`src/rtl/cs_timer_pkg.sv`:
```
package cs_timer_pkg;

    localparam int unsigned FIELD_W = 4;
    localparam int unsigned CFG_W   = 4 * FIELD_W;
    localparam int unsigned REF_DLY = 2;
    localparam int unsigned END_W   = FIELD_W + 1;
    localparam int unsigned CNT_W   = $clog2(REF_DLY + (1 << FIELD_W) + 2) + 1;

    typedef struct packed {
        logic [FIELD_W-1:0] wr_release;
        logic [FIELD_W-1:0] wr_assert;
        logic [FIELD_W-1:0] rd_release;
        logic [FIELD_W-1:0] rd_assert;
    } timing_t;

    localparam timing_t TIMING_RESET = '{
        wr_release: FIELD_W'(3),
        wr_assert:  FIELD_W'(0),
        rd_release: FIELD_W'(3),
        rd_assert:  FIELD_W'(0)
    };

    typedef enum logic [1:0] {
        PH_IDLE   = 2'd0,
        PH_ACTIVE = 2'd1,
        PH_DONE   = 2'd2
    } phase_t;

    function automatic logic [END_W-1:0] window_end(
        input logic [FIELD_W-1:0] asrt,
        input logic [FIELD_W-1:0] rel
    );
        if (rel > asrt) window_end = END_W'(rel);
        else            window_end = END_W'(asrt) + END_W'(1);
    endfunction

endpackage

```
`src/rtl/cs_timing_regs.sv`:
```
module cs_timing_regs
    import cs_timer_pkg::*;
(
    input  logic             clk,
    input  logic             rst,
    input  logic             we_i,
    input  logic [CFG_W-1:0] wdata_i,
    output timing_t          cfg_o
);

    always_ff @(posedge clk) begin
        if (rst)       cfg_o <= TIMING_RESET;
        else if (we_i) cfg_o <= timing_t'(wdata_i);
    end

endmodule

```
`src/rtl/cs_sequencer.sv`:
```
module cs_sequencer
    import cs_timer_pkg::*;
#(
    parameter int unsigned SEL_W = 2
) (
    input  logic             clk,
    input  logic             rst,
    input  logic             irdy_i,
    input  logic             is_read_i,
    input  logic [SEL_W-1:0] region_i,
    input  timing_t          cfg_i,
    output logic             window_o,
    output logic [SEL_W-1:0] region_o,
    output logic             done_o
);

    phase_t             phase;
    logic [CNT_W-1:0]   tick;
    logic [FIELD_W-1:0] lat_assert;
    logic [END_W-1:0]   lat_end;
    logic [CNT_W-1:0]   win_open;
    logic [CNT_W-1:0]   win_close;

    assign win_open  = CNT_W'(REF_DLY) + CNT_W'(lat_assert);
    assign win_close = CNT_W'(REF_DLY) + CNT_W'(lat_end);

    always_ff @(posedge clk) begin
        if (rst) begin
            phase      <= PH_IDLE;
            tick       <= '0;
            lat_assert <= '0;
            lat_end    <= '0;
            region_o   <= '0;
        end else begin
            unique case (phase)
                PH_IDLE: begin
                    if (irdy_i) begin
                        phase    <= PH_ACTIVE;
                        tick     <= CNT_W'(1);
                        region_o <= region_i;
                        if (is_read_i) begin
                            lat_assert <= cfg_i.rd_assert;
                            lat_end    <= window_end(cfg_i.rd_assert, cfg_i.rd_release);
                        end else begin
                            lat_assert <= cfg_i.wr_assert;
                            lat_end    <= window_end(cfg_i.wr_assert, cfg_i.wr_release);
                        end
                    end
                end
                PH_ACTIVE: begin
                    if (tick == win_close) phase <= PH_DONE;
                    else                   tick  <= tick + CNT_W'(1);
                end
                PH_DONE:  phase <= PH_IDLE;
                default:  phase <= PH_IDLE;
            endcase
        end
    end

    assign window_o = (phase == PH_ACTIVE) && (tick >= win_open) && (tick < win_close);
    assign done_o   = (phase == PH_DONE);

    // done lasts one cycle
    assert_done_single_R8: assert property (@(posedge clk) disable iff (rst)
        done_o |=> !done_o);
    // chip-select window is closed while done is high
    assert_done_after_release_R8: assert property (@(posedge clk) disable iff (rst)
        done_o |-> !window_o);
    // strobe during done is not accepted
    assert_no_accept_in_done_R9: assert property (@(posedge clk) disable iff (rst)
        (done_o && irdy_i) |=> (phase == PH_IDLE));
    // accepted strobe starts counting at cycle 1
    assert_accept_start_R2: assert property (@(posedge clk) disable iff (rst)
        (phase == PH_IDLE && irdy_i) |=> (phase == PH_ACTIVE && tick == CNT_W'(1) && !window_o));

endmodule

```
`src/rtl/cs_decoder.sv`:
```
module cs_decoder #(
    parameter int unsigned NUM_CS = 4,
    parameter int unsigned SEL_W  = 2
) (
    input  logic              clk,
    input  logic              rst,
    input  logic              window_i,
    input  logic [SEL_W-1:0]  region_i,
    output logic [NUM_CS-1:0] cs_n_o
);

    for (genvar g = 0; g < NUM_CS; g++) begin : g_line
        assign cs_n_o[g] = !(window_i && (region_i == SEL_W'(g)));
    end

    // at most one line low
    assert_single_line_R6: assert property (@(posedge clk) disable iff (rst)
        $onehot0(~cs_n_o));
    // a low line always belongs to an open window
    assert_low_needs_window_R6: assert property (@(posedge clk) disable iff (rst)
        (cs_n_o != '1) |-> window_i);

endmodule

```
`src/rtl/cs_timer.sv`:
```
module cs_timer
    import cs_timer_pkg::*;
#(
    parameter int unsigned NUM_CS = 4,
    localparam int unsigned SEL_W = $clog2(NUM_CS)
) (
    input  logic              clk,
    input  logic              rst,
    input  logic              irdy_i,
    input  logic              is_read_i,
    input  logic [SEL_W-1:0]  region_i,
    input  logic              cfg_we_i,
    input  logic [CFG_W-1:0]  cfg_wdata_i,
    output logic [NUM_CS-1:0] cs_n_o,
    output logic              done_o
);

    timing_t          cfg;
    logic             window;
    logic [SEL_W-1:0] region_q;

    cs_timing_regs u_regs (
        .clk     (clk),
        .rst     (rst),
        .we_i    (cfg_we_i),
        .wdata_i (cfg_wdata_i),
        .cfg_o   (cfg)
    );

    cs_sequencer #(.SEL_W(SEL_W)) u_seq (
        .clk       (clk),
        .rst       (rst),
        .irdy_i    (irdy_i),
        .is_read_i (is_read_i),
        .region_i  (region_i),
        .cfg_i     (cfg),
        .window_o  (window),
        .region_o  (region_q),
        .done_o    (done_o)
    );

    cs_decoder #(.NUM_CS(NUM_CS), .SEL_W(SEL_W)) u_dec (
        .clk      (clk),
        .rst      (rst),
        .window_i (window),
        .region_i (region_q),
        .cs_n_o   (cs_n_o)
    );

    // reset leaves every line high and done low
    assert_reset_idle_R1: assert property (@(posedge clk)
        $past(rst) |-> (cs_n_o == '1 && !done_o));

endmodule

```
`config.mk`:
```
export PLATFORM = sky130hd
export DESIGN_NAME = cs_timer
export DESIGN_NICKNAME = d
export VERILOG_FILES = /design/src/rtl/cs_timer_pkg.sv /design/src/rtl/cs_timing_regs.sv /design/src/rtl/cs_sequencer.sv /design/src/rtl/cs_decoder.sv /design/src/rtl/cs_timer.sv
export SDC_FILE = /design/constraint.sdc
export NUM_CORES = 1
export LEC_CHECK = 0
export ABC_AREA = 1
export BUFFER_PORTS_ARGS = -buffer_cell sky130_fd_sc_hd__buf_4
export CORE_ASPECT_RATIO = 0.9
export CORE_MARGIN = 10
export CORE_UTILIZATION = 50
export DETAILED_ROUTE_END_ITERATION = 6
export PLACE_DENSITY = 0.7
export SLEW_MARGIN = 20
export SYNTH_ARGS = -nofsm -noshare
export SYNTH_HDL_FRONTEND = slang
export SYNTH_HIERARCHICAL = 1
export SYNTH_SLANG_ARGS = --single-unit
```
`constraint.sdc`:
```
create_clock -name clk -period 2.65 [get_ports clk]
set_clock_uncertainty 0.2 [all_clocks]
set_input_delay 0.53 -clock clk [delete_from_list [all_inputs] [get_ports clk]]
set_output_delay 0.53 -clock clk [all_outputs]
set_load 0.1 [all_outputs]
```
==> summary.txt <==
GRT
----------------------------------------------------------------------------------------------------
Vias in the first global route ........................................................        2,104
Wire length of the first global-routing pass ..........................................      9270 um
Global route total overflow ...........................................................            0
Number of antenna violations at the first check in global routing .....................            0
All-Layer GR Usage ....................................................................        14.2%
Maximum number of pins on one net before global-route repair ..........................           30

POWER AND IR DROP
----------------------------------------------------------------------------------------------------
P per Cell Area .......................................................................  524 mW/mm^2
Leak ..................................................................................      1.46 nW
Final Power ...........................................................................      1.52 mW
Worst VDD drop ........................................................................     0.287 mV

LOGIC SYNTHESIS
----------------------------------------------------------------------------------------------------
Area fraction of the dominant cell type after synthesis ...............................        30.2%
Post-synth net total ..................................................................          394
Post-synthesis cell area .............................................................. 0.00232 mm^2
Yosys cell types ......................................................................           27
Async set-or-reset flop fraction in the synthesized netlist ...........................           0%
Sequential cell area fraction in the yosys report .....................................        30.2%
Synthesized instance count ............................................................          347
Number of enable flip-flop cells after synthesis ......................................            0
Top_reg_cell synth .................................................................... sky130_fd_sc_hd__dfxtp_1
Post-synthesis average cell area ......................................................    6.68 um^2
Number of storage elements in the synthesis netlist ...................................           35
Count of yosys warnings during synthesis ..............................................            6
Yosys top cell by area ................................................................ sky130_fd_sc_hd__dfxtp_1
Main area contributors after synthesis ................................................ sky130_fd_sc_hd__dfxtp_1, sky130_fd_sc_hd__ha_1, sky130_fd_sc_hd__nand2_1

STA
----------------------------------------------------------------------------------------------------
Fmax ..................................................................................      341 MHz
Number of hold violations in the final report .........................................            0
Final-layout setup total negative slack ...............................................     -1070 ps
Final period util .....................................................................         111%
Setup Viol. Count Final ...............................................................            4
RSZ-0062 raised after global routing ..................................................          yes
Max Transition Viols Final ............................................................            0
Final worst setup slack ...............................................................      -284 ps
Final critical-path required period ...................................................      2930 ps
Max_slew headroom .....................................................................        60.1%
Worst Max-Slew Pin Slew ...............................................................       597 ps

DRT
----------------------------------------------------------------------------------------------------
Antenna Violating Nets Remaining ......................................................            0
Post-DR wirelength/cell ...............................................................      12.2 um
Overall routed net length .............................................................      5400 um
Detailed Route Iter0 Violations .......................................................          101
First-pass DRT Iterations .............................................................            4
Number of design rule violations left after detail routing ............................            0
Routed via count ......................................................................        2,188
Post-DR vias/cell .....................................................................         4.94

CRITICAL PATH
----------------------------------------------------------------------------------------------------
Capturing element of the worst setup path .............................................    cs_n_o[2]
Startpoint class of the critical path .................................................     register
Critical path peak fanout .............................................................            4
CP Data Arrival Time ..................................................................      2200 ps
Cells along the critical path ......................................................... ha_4 > xnor2_2 > ha_1 > nand2_2 > nor3_2 > nor3_1 > or2_1 > inv_2 > nand3_2 > buf_12
Critical path endpoint category .......................................................   output pin
Data required, critical path ..........................................................      1920 ps
Endpoint of the most critical register-to-register path ............................... u_seq/tick[0]
Source of the critical timing path .................................................... u_seq/lat_assert[1]
RR Startpoint ......................................................................... u_seq/lat_end[1]
Biggest cell delay along the critical path ............................................       340 ps
Slowest-stage cell, CP ................................................................ sky130_fd_sc_hd__dfxtp_2
Flop2flop setup slack .................................................................       660 ps
Crit Path Class .......................................................................      reg2out
Cells on worst reg2reg path ...........................................................           11

JOB
----------------------------------------------------------------------------------------------------
Max Cap Violations ....................................................................            0

PLACEMENT
----------------------------------------------------------------------------------------------------
HPWL Detailed .........................................................................      3940 um
Number of buffer cells added on primary ports .........................................           27
Routability congestion estimate .......................................................        0.889
Total cell area at the placement stage ................................................ 0.00260 mm^2
Pre-CTS setup slack ...................................................................      -104 ps

DIE
----------------------------------------------------------------------------------------------------
Die boundary width ....................................................................      91.8 um
Vertical die dimension ................................................................      84.6 um
Number of top-level pins ..............................................................           28
Area of the core ...................................................................... 0.00446 mm^2
Die Area .............................................................................. 0.00776 mm^2
Floorplan row count ...................................................................           23
Initial Util ..........................................................................        51.9%

CTS
----------------------------------------------------------------------------------------------------
Level count of the clock H-tree .......................................................            2
Total CTS buffers .....................................................................            5
TritonCTS clock tree ..................................................................        built
Number of buffers on the longest clock path ...........................................            2
Clock-pin slew reported for the worst setup and hold paths after clock tree synthesis .        80 ps
Worst skew pair latency ...............................................................       300 ps
CTS Sinks .............................................................................           35
CTS Root Cell ......................................................................... sky130_fd_sc_hd__clkbuf_8
Number of hold buffers added after CTS ................................................            0

CELLS AND AREA
----------------------------------------------------------------------------------------------------
Area Overhead vs Synth ................................................................        24.9%
Layout cell share with drive strength beyond 1 ........................................        22.3%
Final Net Count .......................................................................          427
Ant diodes ............................................................................            0
Fin util ..............................................................................        64.9%
Design area ........................................................................... 0.00289 mm^2

HOLD PATH
----------------------------------------------------------------------------------------------------
Class of the most critical hold timing path ...........................................       in2reg

STATUS
----------------------------------------------------------------------------------------------------
Violations in the final reports ....................................................... negative setup slack
Status ................................................................................ complete, but fails checks

[cell type report]
type                            instances  area [um^2]
Tap cell                               62         77.6
Clock buffer                            6         82.6
Multi-Input combinational cell        243         1450
Timing Repair Buffer                   34          300
Sequential cell                        35          712
Fill cell                             410         1570
Inverter                               61          234
Clock inverter                          2         35.0
[state kept, by name, indices dropped and copies added (netlist names)]
name / flops
u_seq/phase: 2
u_regs/cfg_o: 16
u_seq/tick: 6
u_seq/lat_end: 5
u_seq/region_o: 2
u_seq/lat_assert: 4
[metrics by stage]
step	instances	hold slack, ps
6_report	443	239
4_1_cts	442	235
5_1_grt	443	255
2_1_floorplan	347	229
3_3_place_gp	434	243
3_5_place_dp	434	247
[placed cells by master (no fill, tap or decap), drive strengths merged, types with 4 or more instances in the layout]
cell type | synthesis | layout
dfxtp | 35 | 35
nor2 | 53 | 53
nand2 | 84 | 84
xnor2 | 4 | 4
nand3 | 41 | 41
xor2 | 4 | 4
ha | 24 | 24
a21oi | 10 | 10
o21ai | 9 | 9
buf | 7 | 34
clkbuf | 1 | 6
inv | 59 | 59
nor3 | 6 | 6
[power breakdown]
part / switching, mW / leakage [nW] / internal, mW
clock: 0.207 / 0.0612 / 0.305
sequential: 0.0450 / 0.292 / 0.567
combinational: 0.228 / 1.11 / 0.164
[logic make-up (layout without fill, tap and decap cells)]
family                   after synthesis  after routing  share of synthesized area (%)
flip-flops                            35             35                           30.2
AND/OR/NAND/NOR                      188            188                           35.4
buffers and inverters                 69            103                           12.6
AO/OA/AOI/OAI                         23             23                           5.78
adder cells (fa/ha/maj)               24             24                           13.0
XOR/XNOR                               8              8                           3.02
[worst min path at each step]
stage                     slack, ps        startpoint  depth (start not counted)                to
after detailed placement        250  u_regs/cfg_o[12]                          2  u_regs/cfg_o[12]
after global routing            250    cfg_wdata_i[5]                          3   u_regs/cfg_o[5]
after CTS                       230   cfg_wdata_i[13]                          3  u_regs/cfg_o[13]
after floorplan                 230  u_regs/cfg_o[12]                          2  u_regs/cfg_o[12]
final                           240   cfg_wdata_i[13]                          3  u_regs/cfg_o[13]
after global placement          240  u_regs/cfg_o[12]                          2  u_regs/cfg_o[12]
[layer usage]
layer	wire, um	up-vias	share of wire (%)	track usage, %
met2	2490	42	46	22.9
met4	66	0	1.2	5.32
met1	2650	988	49	18.0
met5	0	-	0	0
li1	-	1151	-	-
met3	198	7	3.7	3.20
[synthesized netlist by cell type, drive strengths merged, types with 3 or more instances]
cell / number
dfxtp: 35
a21oi: 10
nand3: 41
nand2: 84
a31oi: 3
ha: 24
inv: 59
xnor2: 4
nor3: 6
nand4: 3
o21ai: 9
xor2: 4
nor2: 53
buf: 7
[timing repair]
item                       CTS  global route
setup endpoints to repair    4             4
pin swaps                    8            12
resized for setup           15            24
setup buffers                0             1
[critical path: cells and delay by family, from the launching register on]
kind | cells | cell delay [ps]
and+or+nand+nor | 5 | 640
xor gates and xnor gates | 1 | 130
buffers and inverters | 2 | 310
DFF | 1 | 340
adders and majority gates | 2 | 480
Note: power is estimated with default switching activity, not from simulation.
